### src/rtl/vwq_pkg.sv
`timescale 1ns/1ps
package vwq_pkg;
  typedef logic [15:0] vaddr_t;
  typedef logic [15:0] vword_t;
  typedef logic [5:0]  widx_t;

  typedef enum logic [1:0] {TGT_NONE, TGT_PAT, TGT_CRAM, TGT_VS} tgt_e;

  typedef struct packed {
    vaddr_t addr;
    vword_t data;
    tgt_e   tgt;
  } qent_t;

  // Command low nibble selects the memory.
  function automatic tgt_e decode_cmd(input logic [3:0] nib);
    case (nib)
      4'h1:    return TGT_PAT;
      4'h3:    return TGT_CRAM;
      4'h5:    return TGT_VS;
      default: return TGT_NONE;
    endcase
  endfunction

  // Word index used by colour and scroll RAMs: (address/2) mod 64.
  function automatic widx_t word_index(input vaddr_t a);
    return a[6:1];
  endfunction

  function automatic vaddr_t step_addr(input vaddr_t a, input vaddr_t inc);
    return a + inc;
  endfunction
endpackage

### src/rtl/vwq_slot_timer.sv
`timescale 1ns/1ps
module vwq_slot_timer #(
  parameter int WIDE_CLKS   = 16,
  parameter int NARROW_CLKS = 20
) (
  input  logic clk,
  input  logic rst_n,
  input  logic wide_mode,
  output logic strobe
);
  localparam int MAXC = (WIDE_CLKS > NARROW_CLKS) ? WIDE_CLKS : NARROW_CLKS;
  localparam int CW   = $clog2(MAXC + 1);

  logic [CW-1:0] cnt_q;
  logic [CW-1:0] last_cnt;

  assign last_cnt = wide_mode ? CW'(WIDE_CLKS - 1) : CW'(NARROW_CLKS - 1);
  assign strobe   = (cnt_q >= last_cnt);

  always_ff @(posedge clk or negedge rst_n) begin
    if (!rst_n)      cnt_q <= '0;
    else if (strobe) cnt_q <= '0;
    else             cnt_q <= cnt_q + 1'b1;
  end
endmodule

### src/rtl/vwq_store.sv
`timescale 1ns/1ps
module vwq_store
  import vwq_pkg::*;
#(
  parameter int DEPTH = 4,
  parameter int LAT   = 3,
  parameter int AGW   = $clog2(LAT + 1)
) (
  input  logic           clk,
  input  logic           rst_n,
  input  logic           push,
  input  qent_t          push_ent,
  input  logic           pop,
  input  logic           mark_part,
  input  logic           strobe,
  output qent_t          head_ent,
  output logic [AGW-1:0] head_age,
  output logic           head_part,
  output logic           q_empty,
  output logic           q_full
);
  localparam int IW = $clog2(DEPTH);

  qent_t          slot_ent [DEPTH];
  logic [AGW-1:0] slot_age [DEPTH];
  logic [IW-1:0]  wr_q, rd_q, rd_next;
  logic           rd_valid_q, part_q;

  // Per-entry storage and slot-age counters.
  for (genvar i = 0; i < DEPTH; i++) begin : g_ent
    always_ff @(posedge clk or negedge rst_n) begin
      if (!rst_n)                          slot_ent[i] <= '0;
      else if (push && wr_q == IW'(i))     slot_ent[i] <= push_ent;
    end
    always_ff @(posedge clk or negedge rst_n) begin
      if (!rst_n)                                slot_age[i] <= '0;
      else if (push && wr_q == IW'(i))           slot_age[i] <= '0;
      else if (strobe && slot_age[i] < AGW'(LAT)) slot_age[i] <= slot_age[i] + 1'b1;
    end
  end

  assign rd_next = IW'(rd_q + 1'b1);

  always_ff @(posedge clk or negedge rst_n) begin
    if (!rst_n) begin
      wr_q       <= '0;
      rd_q       <= '0;
      rd_valid_q <= 1'b0;
    end else begin
      if (push) wr_q <= IW'(wr_q + 1'b1);
      if (pop)  rd_q <= rd_next;
      if (!rd_valid_q)                               rd_valid_q <= push;
      else if (pop && !push && rd_next == wr_q)      rd_valid_q <= 1'b0;
    end
  end

  always_ff @(posedge clk or negedge rst_n) begin
    if (!rst_n)         part_q <= 1'b0;
    else if (pop)       part_q <= 1'b0;
    else if (mark_part) part_q <= 1'b1;
  end

  assign head_ent  = slot_ent[rd_q];
  assign head_age  = slot_age[rd_q];
  assign head_part = part_q;
  assign q_empty   = !rd_valid_q;
  assign q_full    = rd_valid_q && (wr_q == rd_q);
endmodule

### src/rtl/vwq_drain.sv
`timescale 1ns/1ps
module vwq_drain
  import vwq_pkg::*;
#(
  parameter int LAT      = 3,
  parameter int VS_DEPTH = 40,
  parameter int AGW      = $clog2(LAT + 1)
) (
  input  logic           strobe,
  input  logic           has_head,
  input  qent_t          head_ent,
  input  logic [AGW-1:0] head_age,
  input  logic           head_part,
  output logic           pop,
  output logic           mark_part,
  output logic           idle,
  output logic           pat_we,
  output vaddr_t         pat_addr,
  output logic [7:0]     pat_byte,
  output logic           cram_we,
  output widx_t          cram_addr,
  output vword_t         cram_data,
  output logic           vs_we,
  output widx_t          vs_addr,
  output vword_t         vs_data
);
  logic  aged, go;
  widx_t idx;

  assign aged = (int'(head_age) >= LAT - 1);
  assign go   = strobe && has_head && (head_part || aged);
  assign idle = strobe && !go;
  assign idx  = word_index(head_ent.addr);

  assign pat_we   = go && head_ent.tgt == TGT_PAT;
  assign pat_addr = head_part ? (head_ent.addr ^ 16'h0001) : head_ent.addr;
  assign pat_byte = head_part ? head_ent.data[7:0] : head_ent.data[15:8];

  assign cram_we   = go && head_ent.tgt == TGT_CRAM;
  assign cram_addr = idx;
  assign cram_data = head_ent.data;

  assign vs_we   = go && head_ent.tgt == TGT_VS && (int'(idx) < VS_DEPTH);
  assign vs_addr = idx;
  assign vs_data = head_ent.data;

  assign mark_part = pat_we && !head_part;
  assign pop       = go && !mark_part;
endmodule

### src/rtl/vram_wr_queue.sv
`timescale 1ns/1ps
module vram_wr_queue
  import vwq_pkg::*;
#(
  parameter int DEPTH       = 4,
  parameter int LAT         = 3,
  parameter int WIDE_CLKS   = 16,
  parameter int NARROW_CLKS = 20,
  parameter int VS_DEPTH    = 40,
  parameter int INC_W       = 8
) (
  input  logic             clk,
  input  logic             rst_n,
  input  logic             wide_mode,
  input  logic [INC_W-1:0] autoinc,
  input  logic             tgt_load,
  input  logic [15:0]      tgt_addr,
  input  logic [3:0]       tgt_cmd,
  input  logic             host_valid,
  input  logic [15:0]      host_data,
  output logic             host_ready,
  output logic             slot_pulse,
  output logic             slot_idle,
  output logic             pat_we,
  output logic [15:0]      pat_addr,
  output logic [7:0]       pat_byte,
  output logic             cram_we,
  output logic [5:0]       cram_addr,
  output logic [15:0]      cram_data,
  output logic             vs_we,
  output logic [5:0]       vs_addr,
  output logic [15:0]      vs_data,
  output logic [15:0]      stat_word
);
  localparam int AGW = $clog2(LAT + 1);

  vaddr_t         addr_q;
  logic [3:0]     cmd_q;
  logic           push, pop, mark_part;
  logic           q_empty, q_full, head_part;
  qent_t          head_ent, push_ent;
  logic [AGW-1:0] head_age;

  assign host_ready = !q_full;
  assign push       = host_valid && host_ready;
  assign push_ent   = '{addr: addr_q, data: host_data, tgt: decode_cmd(cmd_q)};
  assign stat_word  = {6'b0, q_empty, q_full, 8'b0};

  always_ff @(posedge clk or negedge rst_n) begin
    if (!rst_n) begin
      addr_q <= '0;
      cmd_q  <= '0;
    end else if (tgt_load) begin
      addr_q <= tgt_addr;
      cmd_q  <= tgt_cmd;
    end else if (push) begin
      addr_q <= step_addr(addr_q, vaddr_t'(autoinc));
    end
  end

  vwq_slot_timer #(.WIDE_CLKS(WIDE_CLKS), .NARROW_CLKS(NARROW_CLKS)) u_timer (
    .clk(clk), .rst_n(rst_n), .wide_mode(wide_mode), .strobe(slot_pulse)
  );

  vwq_store #(.DEPTH(DEPTH), .LAT(LAT), .AGW(AGW)) u_store (
    .clk(clk), .rst_n(rst_n), .push(push), .push_ent(push_ent), .pop(pop),
    .mark_part(mark_part), .strobe(slot_pulse), .head_ent(head_ent),
    .head_age(head_age), .head_part(head_part), .q_empty(q_empty), .q_full(q_full)
  );

  vwq_drain #(.LAT(LAT), .VS_DEPTH(VS_DEPTH), .AGW(AGW)) u_drain (
    .strobe(slot_pulse), .has_head(!q_empty), .head_ent(head_ent),
    .head_age(head_age), .head_part(head_part), .pop(pop), .mark_part(mark_part),
    .idle(slot_idle), .pat_we(pat_we), .pat_addr(pat_addr), .pat_byte(pat_byte),
    .cram_we(cram_we), .cram_addr(cram_addr), .cram_data(cram_data),
    .vs_we(vs_we), .vs_addr(vs_addr), .vs_data(vs_data)
  );
endmodule

### config.mk
export PLATFORM = sky130hd
export DESIGN_NAME = vram_wr_queue
export DESIGN_NICKNAME = d
export VERILOG_FILES = /design/src/rtl/vwq_pkg.sv /design/src/rtl/vwq_slot_timer.sv /design/src/rtl/vwq_store.sv /design/src/rtl/vwq_drain.sv /design/src/rtl/vram_wr_queue.sv
export SDC_FILE = /design/constraint.sdc
export NUM_CORES = 1
export LEC_CHECK = 0
export BUFFER_PORTS_ARGS = -buffer_cell sky130_fd_sc_hd__buf_2
export CAP_MARGIN = 20
export CORE_ASPECT_RATIO = 2
export CORE_MARGIN = 8
export CORE_UTILIZATION = 30
export DETAILED_ROUTE_END_ITERATION = 7
export PLACE_DENSITY_LB_ADDON = 0.2
export SYNTH_ARGS = -nofsm -noshare
export SYNTH_HDL_FRONTEND = slang
export SYNTH_HIERARCHICAL = 1
export SYNTH_SLANG_ARGS = --single-unit
### constraint.sdc
create_clock -name clk -period 2.59 [get_ports clk]
set_input_delay 0 -clock clk [delete_from_list [all_inputs] [get_ports clk]]
set_output_delay 0 -clock clk [all_outputs]
set_load 0.05 [all_outputs]
Word-level counts from Yosys, hierarchy flattened
Cells that the tools add are included.
{"block": "totals", "register_bits": 175, "input_bits": 49, "output_inout_bits": 90}
{"block": "classes", "add_sub_neg": 8, "n_lt_le_gt_ge": 8, "eq_ne": 11, "mux": 25, "n_bitwise": 2, "n_reduce_logical": 35}
{"cell": "34-bit binary-select mux with 2-bit select", "count": 1}
{"cell": "34-bit two-way mux", "count": 2}
{"cell": "16-bit two-way mux", "count": 2}
{"cell": "1-bit logical AND", "count": 21}
{"cell": "2-bit two-way mux", "count": 10}
{"cell": "16-bit by 8-bit adder with 16-bit output", "count": 1}
{"cell": "2-bit by 1-bit adder with 2-bit output (second input constant)", "count": 6}
{"cell": "2-bit nonzero test", "count": 6}
{"cell": "5-bit two-way mux", "count": 2}
{"cell": "2-bit equality test (second input constant)", "count": 4}
{"cell": "2-bit < comparator (second input constant)", "count": 4}
{"cell": "8-bit two-way mux", "count": 1}
{"cell": "1-bit zero test", "count": 6}
{"cell": "6-bit < comparator (second input constant)", "count": 1}
{"cell": "2-bit case mux with 3 select lines", "count": 1}
{"cell": "5-bit by 1-bit adder with 5-bit output (second input constant)", "count": 1}
{"cell": "5-bit >= comparator", "count": 1}
{"cell": "1-bit two-way mux", "count": 5}
{"cell": "2-bit binary-select mux with 2-bit select", "count": 1}
{"cell": "2-bit by 1-bit equality test with 1-bit output (second input constant)", "count": 2}
{"cell": "2-bit equality test", "count": 2}
{"cell": "4-bit by 1-bit equality test with 1-bit output (second input constant)", "count": 1}
{"cell": "4-bit by 2-bit equality test with 1-bit output (second input constant)", "count": 1}
{"cell": "4-bit by 3-bit equality test with 1-bit output (second input constant)", "count": 1}
{"cell": "other kinds (6)", "count": 6}

Longest topological paths before layout
Gate-level depths: netlist of the first run.
{"block": "logic_depth", "ltp_word": 15, "mapped_depth": 10, "depth_no_buf": 10}

Cells and area by module
Netlist of the first run, hierarchy kept.
{"module": "vwq_store", "instances": 1, "cells_each": 396, "area_per_inst_um2": 7358.3, "seq_area_each_um2": 3753.6}
{"module": "vram_wr_queue", "instances": 1, "cells_each": 180, "area_per_inst_um2": 1594.0, "seq_area_each_um2": 500.5}
{"module": "vwq_drain", "instances": 1, "cells_each": 78, "area_per_inst_um2": 633.1, "seq_area_each_um2": 0.0}
{"module": "vwq_slot_timer", "instances": 1, "cells_each": 27, "area_per_inst_um2": 299.0, "seq_area_each_um2": 125.1}

Worst setup path after synthesis of the first run
OpenSTA, ideal clock, no wires.
{"block": "synth_timing", "kind": "reg2out", "start": "reg u_timer.cnt_q[4]", "end": "out cram_we", "t_arrival_ns": 2.929, "slack_ns": -0.339, "path_stages_with_launch": 7, "cell_sequence": "dfrtp_1 -> ha_1 -> nand3_1 -> nor2_2 -> or2_1 -> o211ai_2 -> nor3b_1"}
{"block": "synth_between", "elab_chain_len": 4}
{"item": "start: declaration", "line_no": "vwq_slot_timer.sv:14", "text": "logic [CW-1:0] cnt_q;"}
{"item": "start signal: assignment", "line_no": "vwq_slot_timer.sv:23", "text": "else cnt_q <= cnt_q + 1'b1;"}
{"item": "5-bit >= comparator", "line_no": "vwq_slot_timer.sv:18", "text": "assign strobe = (cnt_q >= last_cnt);"}
{"item": "named net slot_pulse", "line_no": "vram_wr_queue.sv:22", "text": "output logic slot_pulse,"}
{"item": "1-bit logical AND (2 in series)", "line_no": "vwq_drain.sv:31", "text": "assign go = strobe && has_head && (head_part || aged);"}
{"item": "1-bit logical AND", "line_no": "vwq_drain.sv:39", "text": "assign cram_we = go && head_ent.tgt == TGT_CRAM;"}
{"item": "end: declaration", "line_no": "vram_wr_queue.sv:27", "text": "output logic cram_we,"}
The timed path passes the listed nets, and every way through them passes these cells.

Worst setup path in the final report of the first run
{"block": "layout_timing", "start": "reg u_store.rd_q[0]", "end": "out vs_we"}
{"block": "layout_between", "elab_chain_len": 9, "elab_cells_between_ends": 14}
{"item": "start: declaration", "line_no": "vwq_store.sv:26", "text": "logic [IW-1:0] wr_q, rd_q, rd_next;"}
{"item": "start signal: assignment", "line_no": "vwq_store.sv:51", "text": "if (pop) rd_q <= rd_next;"}
{"item": "2-bit NOT with 3-bit output (not written as such) (*)", "line_no": "vwq_store.sv:63, vwq_store.sv:64"}
{"item": "parallel branches: the longest is 7 deep, another holds 6-bit < comparator"}
{"item": "1-bit logical AND (*)", "line_no": "vwq_drain.sv:43", "text": "assign vs_we = go && head_ent.tgt == TGT_VS && (int'(idx) < VS_DEPTH);"}
{"item": "end: declaration", "line_no": "vram_wr_queue.sv:30", "text": "output logic vs_we,"}
Mark *: on every way between the ends. The select of a mux whose other input is x is not followed.

==> results of run 1 <==
flip-flops by register name, indices dropped and copies added, names as in the netlist:
signal              count
u_timer/cnt_q           5
u_store/slot_age        8
u_store/rd_q            2
u_store/slot_ent      136
u_store/rd_valid_q      1
u_store/wr_q            2
u_store/head_part       1
addr_q                 16
cmd_q                   4
final timing paths:
check,to,slack (ns),depth (start not counted)
max,vs_we,0.13,5
min,addr_q[1],0.05,4
max reg2reg,u_store/rd_valid_q,0.28,6
min reg2reg,cmd_q[3],0.50,1
max in group asynchronous,u_store/slot_ent[73],1.68,3
min in group asynchronous,u_store/slot_ent[128],0.15,2
routing by layer:
metal	part of all wire [%]	routed length [um]
met1	40	9680
met2	55	13200
met3	2.9	707
met4	2.2	533
met5	0	0
timing repair:
action,in CTS,in global routing
hold buffers,38,0
gates resized for setup,1,7
endpoints found under the hold margin,149,0
pin swaps,1,0
endpoints found under the setup margin,1,3
buffers inserted,1,0
cloned,1,0
stage by stage:
stage          utilization (%)  setup WS, ns  hold slack (ns)  TNS, ns
5_1_grt                   34.7       0.00892           0.0824        0
4_1_cts                   34.6        0.0151           0.0402        0
6_report                  34.7         0.129           0.0531        0
2_1_floorplan                -        -0.339           -0.296   -0.833
3_5_place_dp              31.4         0.234           0.0773        0
3_3_place_gp              31.4         0.165           0.0836        0
final cells by class:
class | count | area share, %
Clock buffer | 18 | 3.87
Clock inverter | 14 | 1.55
Tap cell | 432 | 4.76
Timing Repair Buffer | 181 | 10.9
Inverter | 9 | 0.298
Sequential cell | 175 | 38.6
Multi-Input combinational cell | 401 | 40.0
Antenna cell | 1 | 0.0221
critical path: cells and delay by family (launching register included):
kind / cells / cell delay (ns)
compound gates: 1 / 0.28
simple gates: 1 / 0.33
mux: 1 / 0.59
buf+inv: 2 / 0.39
flops: 1 / 0.43
==> impl_metrics.xml, run 1 <==
<?xml version="1.0" encoding="UTF-8"?>
<metrics>
  <group name="run_status">
    <metric name="status" unit="">finished clean</metric>
  </group>
  <group name="sta">
    <metric name="worstMarginPinSlew" unit="ns">0.690</metric>
    <metric name="grt_setup_unrepaired" unit="">false</metric>
    <metric name="clock_skew" unit="ns">0.00567</metric>
    <metric name="max_freq" unit="GHz">0.406</metric>
    <metric name="drv_slew" unit="">0</metric>
    <metric name="max-slew-margin-rel" unit="%">54.0</metric>
    <metric name="hold_viol" unit="">0</metric>
    <metric name="finalWorstPathRequiredPeriod" unit="ns">2.46</metric>
    <metric name="timing.final.setup_violations" unit="">0</metric>
    <metric name="min_period_over_period" unit="%">95.0</metric>
  </group>
  <group name="setup_path">
    <metric name="path_class" unit="">reg -&gt; out</metric>
    <metric name="critPathCaptureType" unit="">primary output</metric>
    <metric name="crit_slowest_cell" unit="">sky130_fd_sc_hd__mux4_2</metric>
    <metric name="worstPathCellList" unit="">buf_12 -&gt; mux4_2 -&gt; o21a_1 -&gt; nor4bb_4 -&gt; buf_6</metric>
    <metric name="timing.critical_path.required" unit="ns">2.59</metric>
    <metric name="worst-path-max-fanout" unit="">11</metric>
    <metric name="critPathArrivalTime" unit="ns">2.46</metric>
    <metric name="critical_path.reg2reg.startpoint" unit="">u_store/rd_q[0]</metric>
    <metric name="crit_path_start_kind" unit="">flop</metric>
    <metric name="critical_path.startpoint" unit="">u_store/rd_q[0]</metric>
    <metric name="worst_path_largest_cell_delay" unit="ns">0.59</metric>
  </group>
  <group name="global_routing">
    <metric name="grt_first_pass_wirelength" unit="mm">38.0</metric>
    <metric name="use_met1" unit="%">14.4</metric>
    <metric name="grt_pass1_vias" unit="">6340</metric>
    <metric name="global_route.overflow_total" unit="">0</metric>
    <metric name="grt_util_met3" unit="%">2.28</metric>
    <metric name="grt_max_degree" unit="">69</metric>
    <metric name="groute.layer.met2.usage" unit="%">23.7</metric>
    <metric name="grt_most_used_layer" unit="">met2</metric>
    <metric name="grt_usage" unit="%">13.0</metric>
    <metric name="antenna_found_initial" unit="">1</metric>
  </group>
  <group name="route">
    <metric name="detail_route.wl_per_cell" unit="um">19.6</metric>
    <metric name="drc_violations" unit="">0</metric>
    <metric name="routed_via_density" unit="">4.56</metric>
    <metric name="drt-total-wl" unit="mm">24.1</metric>
    <metric name="antenna_left" unit="">0</metric>
    <metric name="iteration_0_drc_count_of_the_detailed_router" unit="">189</metric>
    <metric name="detail_route.first_pass.iterations" unit="">4</metric>
    <metric name="num_vias" unit="">5618</metric>
  </group>
  <group name="logic_synthesis">
    <metric name="synth_area" unit="um2">9860</metric>
    <metric name="synthesized_instance_count" unit="">680</metric>
    <metric name="avgSynthCellArea" unit="um2">14.5</metric>
    <metric name="yosys_warnings" unit="">6</metric>
  </group>
  <group name="final_layout">
    <metric name="mostFrequentLayoutCell" unit="">sky130_fd_sc_hd__dfrtp_1</metric>
    <metric name="final_layout_size_suffix_gt1_share" unit="%">47.5</metric>
    <metric name="most_frequent_cells_in_the_layout" unit="">sky130_fd_sc_hd__dfrtp_1 (173), sky130_fd_sc_hd__buf_2 (120), sky130_fd_sc_hd__mux2_4 (120), sky130_fd_sc_hd__dlygate4sd3_1 (38), sky130_fd_sc_hd__mux4_2 (35)</metric>
    <metric name="layout_nets" unit="">855</metric>
    <metric name="multi_input_area" unit="um2">4530</metric>
    <metric name="area.sequential" unit="um2">4380</metric>
    <metric name="stdcell_area" unit="um2">11300</metric>
    <metric name="non_filler_cells_in_the_finished_layout" unit="">1231</metric>
    <metric name="fill_cells" unit="">3317</metric>
    <metric name="area_delta_synth_final" unit="%">15.1</metric>
  </group>
  <group name="die">
    <metric name="die_h" unit="um">272</metric>
    <metric name="die_width" unit="um">144</metric>
    <metric name="floorplan.io_pins" unit="">139</metric>
    <metric name="starting_utilization_of_the_core_area" unit="%">30.2</metric>
    <metric name="placement_rows" unit="">94</metric>
    <metric name="coreArea" unit="um2">32700</metric>
    <metric name="die_area" unit="um2">39300</metric>
  </group>
  <group name="place">
    <metric name="placement.cell_area" unit="um2">10300</metric>
    <metric name="port_buffers" unit="">124</metric>
    <metric name="placedCellCount" unit="">1158</metric>
    <metric name="dpl.hpwl" unit="mm">16.8</metric>
    <metric name="gp_congestion" unit="">0.770</metric>
  </group>
  <group name="min_path">
    <metric name="hold_path.startpoint" unit="">autoinc[1]</metric>
    <metric name="holdCritPathClass" unit="">in -&gt; reg</metric>
  </group>
  <group name="clock_tree">
    <metric name="ctsRootBufferMaster" unit="">sky130_fd_sc_hd__clkbuf_16</metric>
    <metric name="clock_tree_from_tritoncts" unit="">done</metric>
    <metric name="cts_sinks" unit="">175</metric>
    <metric name="clock_insertion_delay_worst_skew" unit="ns">0.44</metric>
    <metric name="cts-htree-levels" unit="">4</metric>
    <metric name="clkSlewWorstSetupHoldPaths" unit="ns">0.06</metric>
    <metric name="cts_buffers" unit="">17</metric>
    <metric name="cts_max_path_buffers" unit="">2</metric>
  </group>
  <group name="job">
    <metric name="maxCapViolCount" unit="">0</metric>
  </group>
</metrics>
Power of run 1 is left out: the tool's default activity adds up to more than one toggle a clock period on the data nets, which glitch-free logic cannot reach.
==> run 2, diff against run 1 <==
CTS_CLUSTER_DIAMETER = 40   (was default)
RECOVER_POWER = 100   (was default)
==> impl_metrics.xml, run 2 (synthesis gave the netlist of run 1 again) <==
<?xml version="1.0" encoding="UTF-8"?>
<metrics>
  <group name="sta">
    <metric name="final.setup.tns" unit="ns">0</metric>
    <metric name="worstMarginPinSlew" unit="ns">1.83</metric>
    <metric name="timing.final.setup_violations" unit="">0</metric>
    <metric name="clock_skew" unit="ns">0.00541</metric>
    <metric name="min_period_over_period" unit="%">95.9</metric>
    <metric name="hold_viol" unit="">0</metric>
    <metric name="max-slew-margin-rel" unit="%">-22.1</metric>
    <metric name="finalWorstPathRequiredPeriod" unit="ns">2.48</metric>
    <metric name="drv_slew" unit="">68</metric>
    <metric name="grt_setup_unrepaired" unit="">false</metric>
    <metric name="max_freq" unit="GHz">0.403</metric>
  </group>
  <group name="clock_tree">
    <metric name="clock_insertion_delay_worst_skew" unit="ns">0.44</metric>
    <metric name="cts_sinks" unit="">175</metric>
    <metric name="clock_tree_from_tritoncts" unit="">done</metric>
    <metric name="cts_max_path_buffers" unit="">2</metric>
    <metric name="ctsRootBufferMaster" unit="">sky130_fd_sc_hd__clkbuf_16</metric>
    <metric name="clkSlewWorstSetupHoldPaths" unit="ns">0.06</metric>
    <metric name="cts_buffers" unit="">17</metric>
    <metric name="cts-htree-levels" unit="">4</metric>
  </group>
  <group name="die">
    <metric name="floorplan.io_pins" unit="">139</metric>
    <metric name="die_h" unit="um">272</metric>
    <metric name="die_width" unit="um">144</metric>
    <metric name="placement_rows" unit="">94</metric>
    <metric name="die_area" unit="um2">39300</metric>
    <metric name="coreArea" unit="um2">32700</metric>
    <metric name="starting_utilization_of_the_core_area" unit="%">30.2</metric>
  </group>
  <group name="route">
    <metric name="drc_violations" unit="">0</metric>
    <metric name="num_vias" unit="">5599</metric>
    <metric name="iteration_0_drc_count_of_the_detailed_router" unit="">206</metric>
    <metric name="detail_route.first_pass.iterations" unit="">4</metric>
    <metric name="antenna_left" unit="">0</metric>
    <metric name="detail_route.wl_per_cell" unit="um">19.6</metric>
    <metric name="routed_via_density" unit="">4.55</metric>
    <metric name="drt-total-wl" unit="mm">24.1</metric>
  </group>
  <group name="setup_path">
    <metric name="worst_path_largest_cell_delay" unit="ns">0.56</metric>
    <metric name="rrSetupSlack" unit="ns">0.16</metric>
    <metric name="timing.critical_path.required" unit="ns">2.59</metric>
    <metric name="crit_path_start_kind" unit="">flop</metric>
    <metric name="top_family_by_delay_on_critical_path" unit="">buffers and inverters</metric>
    <metric name="path_class" unit="">reg -&gt; out</metric>
    <metric name="critPathArrivalTime" unit="ns">2.48</metric>
    <metric name="crit_buf_inv" unit="">3</metric>
    <metric name="worst-path-max-fanout" unit="">11</metric>
    <metric name="worstPathCellList" unit="">buf_12 -&gt; mux4_2 -&gt; o211ai_4 -&gt; buf_4 -&gt; and2_1 -&gt; clkbuf_2</metric>
    <metric name="reg2reg_to" unit="">addr_q[15]</metric>
    <metric name="critPathCaptureType" unit="">primary output</metric>
    <metric name="worst-r2r-cell-count" unit="">7</metric>
    <metric name="crit_slowest_cell" unit="">sky130_fd_sc_hd__mux4_2</metric>
    <metric name="critical_path.reg2reg.startpoint" unit="">u_store/wr_q[0]</metric>
  </group>
  <group name="global_routing">
    <metric name="global_route.overflow_total" unit="">0</metric>
    <metric name="grt_pass1_vias" unit="">6340</metric>
    <metric name="antenna_found_initial" unit="">1</metric>
    <metric name="grt_usage" unit="%">13.0</metric>
    <metric name="grt_max_degree" unit="">69</metric>
    <metric name="grt_first_pass_wirelength" unit="mm">38.0</metric>
  </group>
  <group name="final_layout">
    <metric name="regMostFlops" unit="">u_store/slot_ent</metric>
    <metric name="mostFrequentLayoutCell" unit="">sky130_fd_sc_hd__dfrtp_1</metric>
    <metric name="area_delta_synth_final" unit="%">9.12</metric>
    <metric name="final_layout_size_suffix_gt1_share" unit="%">25.1</metric>
    <metric name="fill_cells" unit="">3474</metric>
    <metric name="largest_register_ffs" unit="">136</metric>
    <metric name="layout_nets" unit="">855</metric>
    <metric name="reg_top3" unit="">u_store/slot_ent (136), addr_q (16), u_store/slot_age (8)</metric>
    <metric name="most_frequent_cells_in_the_layout" unit="">sky130_fd_sc_hd__dfrtp_1 (173), sky130_fd_sc_hd__mux2_1 (116), sky130_fd_sc_hd__clkbuf_1 (61), sky130_fd_sc_hd__buf_2 (52), sky130_fd_sc_hd__dlygate4sd3_1 (38)</metric>
  </group>
  <group name="min_path">
    <metric name="hold_depth" unit="">4</metric>
    <metric name="hold_end" unit="">addr_q[1]</metric>
    <metric name="hold_path.startpoint" unit="">autoinc[1]</metric>
    <metric name="holdCritPathClass" unit="">in -&gt; reg</metric>
  </group>
  <group name="job">
    <metric name="maxCapViolCount" unit="">1</metric>
  </group>
  <group name="run_status">
    <metric name="status" unit="">complete, but fails checks</metric>
    <metric name="violations" unit="">capacitance limit, slew limit</metric>
  </group>
  <group name="place">
    <metric name="gp_congestion" unit="">0.770</metric>
    <metric name="dpl.hpwl" unit="mm">16.8</metric>
    <metric name="port_buffers" unit="">124</metric>
  </group>
</metrics>
run 2: cell types whose count changed in the layout (fill, tap and decap cells not counted), sizes merged:
| cell | delta |
|---|---|
| clkbuf | +74 |
| buf | -74 |
run 2: area by class of cell:
type                            instances  area, um2  area share (%)
Clock buffer                           18        439            4.08
Antenna cell                            1       2.50          0.0233
Clock inverter                         14        176            1.64
Tap cell                              432        541            5.02
Timing Repair Buffer                  181       1130            10.5
Multi-Input combinational cell        401       4060            37.7
Sequential cell                       175       4380            40.7
Inverter                                9       33.8           0.314
run 2: worst max path at each step:
stage                startpoint                  to  slack [ns]  cells past startpoint
6_report        u_store/rd_q[0]           slot_idle        0.11                      6
5_1_grt         u_store/rd_q[0]               vs_we       0.005                      5
4_1_cts         u_store/rd_q[0]               vs_we        0.02                      5
3_5_place_dp    u_store/rd_q[0]  u_store/rd_valid_q        0.23                      6
3_3_place_gp    u_store/rd_q[0]  u_store/rd_valid_q        0.17                      6
2_1_floorplan  u_timer/cnt_q[4]             cram_we       -0.34                      6
run 2: worst reg2reg max path, delay by kind of cell, from the launching register on:
kind                      cells  cell delay [ns]
AOI/OAI and AO/OA             1             0.21
DFF                           1             0.47
buffers and inverters         1             0.22
and+or+nand+nor               4             1.28
xor gates and xnor gates      1             0.16
run 2: repair_timing:
item	CTS	global route
gates cloned	1	0
gates resized for setup	1	7
pin swaps	1	0
endpoints found under the setup margin	1	3
endpoints found under the hold margin	149	0
hold buffers	38	0
buffers inserted	1	0
run 2: per-stage QoR:
| stage | cell area (um2) | hold slack, ns | util, % | instances | worst slack [ns] |
|---|---|---|---|---|---|
| floorplan | 9910 | -0.296 | - | 693 | -0.339 |
| global placement | 10300 | 0.0836 | 31.4 | 1158 | 0.165 |
| detailed placement | 10300 | 0.0773 | 31.4 | 1158 | 0.234 |
| CTS | 11300 | 0.0402 | 34.6 | 1230 | 0.0151 |
| global route | 10800 | 0.0835 | 32.9 | 1231 | 0.00496 |
| finish | 10800 | 0.0526 | 32.9 | 1231 | 0.107 |
run 2: routing by layer:
| metal | vias to the layer above | wire (um) | track usage, % |
|---|---|---|---|
| met5 | - | 0 | 0 |
| met4 | 0 | 397 | 5.37 |
| met3 | 20 | 728 | 2.28 |
| met2 | 108 | 13200 | 23.7 |
| met1 | 2867 | 9760 | 14.4 |
| li1 | 2604 | - | - |
Power of run 2 is left out for the same reason.
==> run 3, diff against run 2 <==
SLEW_MARGIN = 20   (was default)
clock period = 2.6 ns   (was 2.59 ns; I/O delays follow)
==> impl_metrics.xml, run 3 (synthesis gave the netlist of run 1 again) <==
<?xml version="1.0" encoding="UTF-8"?>
<metrics>
  <group name="final_layout">
    <metric name="antenna_fix_cells" unit="">0</metric>
    <metric name="regMostFlops" unit="">u_store/slot_ent</metric>
    <metric name="stdcell_area" unit="um2">10700</metric>
    <metric name="layout_nets" unit="">857</metric>
    <metric name="non_filler_cells_in_the_finished_layout" unit="">1232</metric>
    <metric name="most_frequent_cells_in_the_layout" unit="">sky130_fd_sc_hd__dfrtp_1 (173), sky130_fd_sc_hd__mux2_1 (116), sky130_fd_sc_hd__clkbuf_1 (54), sky130_fd_sc_hd__buf_2 (50), sky130_fd_sc_hd__dlygate4sd3_1 (38)</metric>
    <metric name="area_delta_synth_final" unit="%">8.96</metric>
    <metric name="largest_register_ffs" unit="">136</metric>
    <metric name="final_layout_size_suffix_gt1_share" unit="%">26.1</metric>
    <metric name="reg_top3" unit="">u_store/slot_ent (136), addr_q (16), u_store/slot_age (8)</metric>
    <metric name="mostFrequentLayoutCell" unit="">sky130_fd_sc_hd__dfrtp_1</metric>
  </group>
  <group name="clock_tree">
    <metric name="clkSlewWorstSetupHoldPaths" unit="ns">0.07</metric>
    <metric name="cts-htree-levels" unit="">4</metric>
    <metric name="clock_insertion_delay_worst_skew" unit="ns">0.44</metric>
    <metric name="ctsRootBufferMaster" unit="">sky130_fd_sc_hd__clkbuf_16</metric>
    <metric name="cts_sinks" unit="">175</metric>
    <metric name="cts_max_path_buffers" unit="">2</metric>
    <metric name="clock_tree_from_tritoncts" unit="">done</metric>
    <metric name="cts_buffers" unit="">17</metric>
  </group>
  <group name="route">
    <metric name="routed_via_density" unit="">4.59</metric>
    <metric name="drt-total-wl" unit="mm">24.0</metric>
    <metric name="detail_route.first_pass.iterations" unit="">4</metric>
    <metric name="detail_route.wl_per_cell" unit="um">19.5</metric>
    <metric name="drc_violations" unit="">0</metric>
    <metric name="iteration_0_drc_count_of_the_detailed_router" unit="">202</metric>
    <metric name="antenna_left" unit="">0</metric>
    <metric name="num_vias" unit="">5659</metric>
  </group>
  <group name="global_routing">
    <metric name="grt_usage" unit="%">12.9</metric>
    <metric name="grt_max_degree" unit="">74</metric>
    <metric name="grt_most_used_layer" unit="">met2</metric>
    <metric name="groute.layer.met2.usage" unit="%">24.0</metric>
    <metric name="grt_pass1_vias" unit="">6448</metric>
    <metric name="antenna_found_initial" unit="">0</metric>
    <metric name="grt_util_met3" unit="%">2.44</metric>
    <metric name="global_route.overflow_total" unit="">0</metric>
    <metric name="grt_first_pass_wirelength" unit="mm">38.2</metric>
    <metric name="use_met1" unit="%">14.1</metric>
  </group>
  <group name="sta">
    <metric name="max-slew-margin-rel" unit="%">-26.7</metric>
    <metric name="final.setup.tns" unit="ns">0</metric>
    <metric name="clock_skew" unit="ns">0.0122</metric>
    <metric name="hold_viol" unit="">0</metric>
    <metric name="max_freq" unit="GHz">0.403</metric>
    <metric name="grt_setup_unrepaired" unit="">false</metric>
    <metric name="worstMarginPinSlew" unit="ns">1.90</metric>
    <metric name="timing.final.setup_violations" unit="">0</metric>
    <metric name="drv_slew" unit="">74</metric>
    <metric name="min_period_over_period" unit="%">95.5</metric>
    <metric name="finalWorstPathRequiredPeriod" unit="ns">2.48</metric>
  </group>
  <group name="setup_path">
    <metric name="crit_path_start_kind" unit="">flop</metric>
    <metric name="crit_slowest_cell" unit="">sky130_fd_sc_hd__mux4_2</metric>
    <metric name="worstPathCellList" unit="">buf_12 -&gt; mux4_2 -&gt; o21a_1 -&gt; nor4bb_4 -&gt; buf_6</metric>
    <metric name="critPathCaptureType" unit="">primary output</metric>
    <metric name="worst_path_largest_cell_delay" unit="ns">0.60</metric>
    <metric name="crit_buf_inv" unit="">2</metric>
    <metric name="path_class" unit="">reg -&gt; out</metric>
    <metric name="timing.critical_path.required" unit="ns">2.60</metric>
    <metric name="top_family_by_delay_on_critical_path" unit="">multiplexers</metric>
    <metric name="worst-path-max-fanout" unit="">11</metric>
    <metric name="critPathArrivalTime" unit="ns">2.48</metric>
  </group>
  <group name="die">
    <metric name="die_h" unit="um">272</metric>
    <metric name="die_area" unit="um2">39300</metric>
    <metric name="floorplan.io_pins" unit="">139</metric>
    <metric name="coreArea" unit="um2">32700</metric>
    <metric name="die_width" unit="um">144</metric>
    <metric name="placement_rows" unit="">94</metric>
    <metric name="starting_utilization_of_the_core_area" unit="%">30.2</metric>
  </group>
  <group name="run_status">
    <metric name="violations" unit="">capacitance limit, slew limit</metric>
    <metric name="status" unit="">complete, but fails checks</metric>
  </group>
  <group name="place">
    <metric name="gp_congestion" unit="">0.764</metric>
    <metric name="dpl.hpwl" unit="mm">16.8</metric>
    <metric name="port_buffers" unit="">124</metric>
    <metric name="placement.cell_area" unit="um2">10300</metric>
    <metric name="placedCellCount" unit="">1159</metric>
  </group>
  <group name="job">
    <metric name="maxCapViolCount" unit="">1</metric>
  </group>
  <group name="min_path">
    <metric name="holdCritPathClass" unit="">in -&gt; reg</metric>
  </group>
</metrics>
-- run 3: cell types whose count changed in the layout (fill, tap and decap cells not counted), moves of 2 or more --
| cell | delta |
|---|---|
| sky130_fd_sc_hd__buf_4 | +2 |
| sky130_fd_sc_hd__clkinv_4 | +2 |
| sky130_fd_sc_hd__clkbuf_1 | -7 |
| sky130_fd_sc_hd__clkbuf_4 | +3 |
| sky130_fd_sc_hd__clkbuf_2 | +7 |
| sky130_fd_sc_hd__buf_2 | -2 |
-- run 3: metal layers --
| layer | up-vias | part of all wire [%] | wire, um |
|---|---|---|---|
| met5 | - | 0 | 0 |
| met4 | 0 | 2.0 | 475 |
| li1 | 2612 | - | - |
| met1 | 2908 | 40 | 9540 |
| met3 | 22 | 2.8 | 669 |
| met2 | 117 | 56 | 13300 |
-- run 3: final cells by class --
| type | instances | area, um2 |
|---|---|---|
| Clock inverter | 13 | 150 |
| Sequential cell | 175 | 4380 |
| Multi-Input combinational cell | 401 | 4050 |
| Fill cell | 3427 | 22000 |
| Tap cell | 432 | 541 |
| Clock buffer | 19 | 453 |
| Inverter | 9 | 33.8 |
| Timing Repair Buffer | 183 | 1140 |
-- run 3: metrics by stage --
stage                     hold WS (ns)  setup slack, ns  utilization, %
final                           0.0453            0.118            32.9
after global routing            0.0541          0.00454            32.9
after CTS                       0.0223          0.00809            34.5
after detailed placement        0.0914            0.268            31.4
after global placement          0.0902            0.321            31.4
after floorplan                 -0.296           -0.329               -
-- run 3: worst min-delay path: cells and delay by family --
| kind | cells | cell delay (ns) |
|---|---|---|
| buffers and inverters | 1 | 0.26 |
| AND/OR/NAND/NOR | 1 | 0.11 |
| AO/OA/AOI/OAI | 1 | 0.06 |
-- run 3: path summary, 6_finish.rpt --
kind                                 startpoint              endpoint  slack [ns]  cells past startpoint
min                                    tgt_load             addr_q[1]        0.05                      3
min reg2reg                u_store/slot_ent[18]  u_store/slot_ent[18]        0.49                      1
max                             u_store/rd_q[0]                 vs_we        0.12                      5
min in group asynchronous                 rst_n  u_store/slot_ent[66]        0.62                      2
max reg2reg                     u_store/rd_q[0]  u_store/slot_ent[68]        0.19                      8
max in group asynchronous                 rst_n   u_store/slot_ent[4]        0.52                      3
-- run 3: what timing repair did --
| action | 4_1_cts | 5_1_grt |
|---|---|---|
| pin swaps | 0 | 0 |
| buffers inserted | 0 | 2 |
| setup endpoints to repair | 1 | 3 |
| hold buffers | 38 | 0 |
| hold endpoints to repair | 154 | 0 |
| resized for setup | 3 | 2 |
| cloned | 0 | 1 |
Power of run 3 is left out for the same reason.
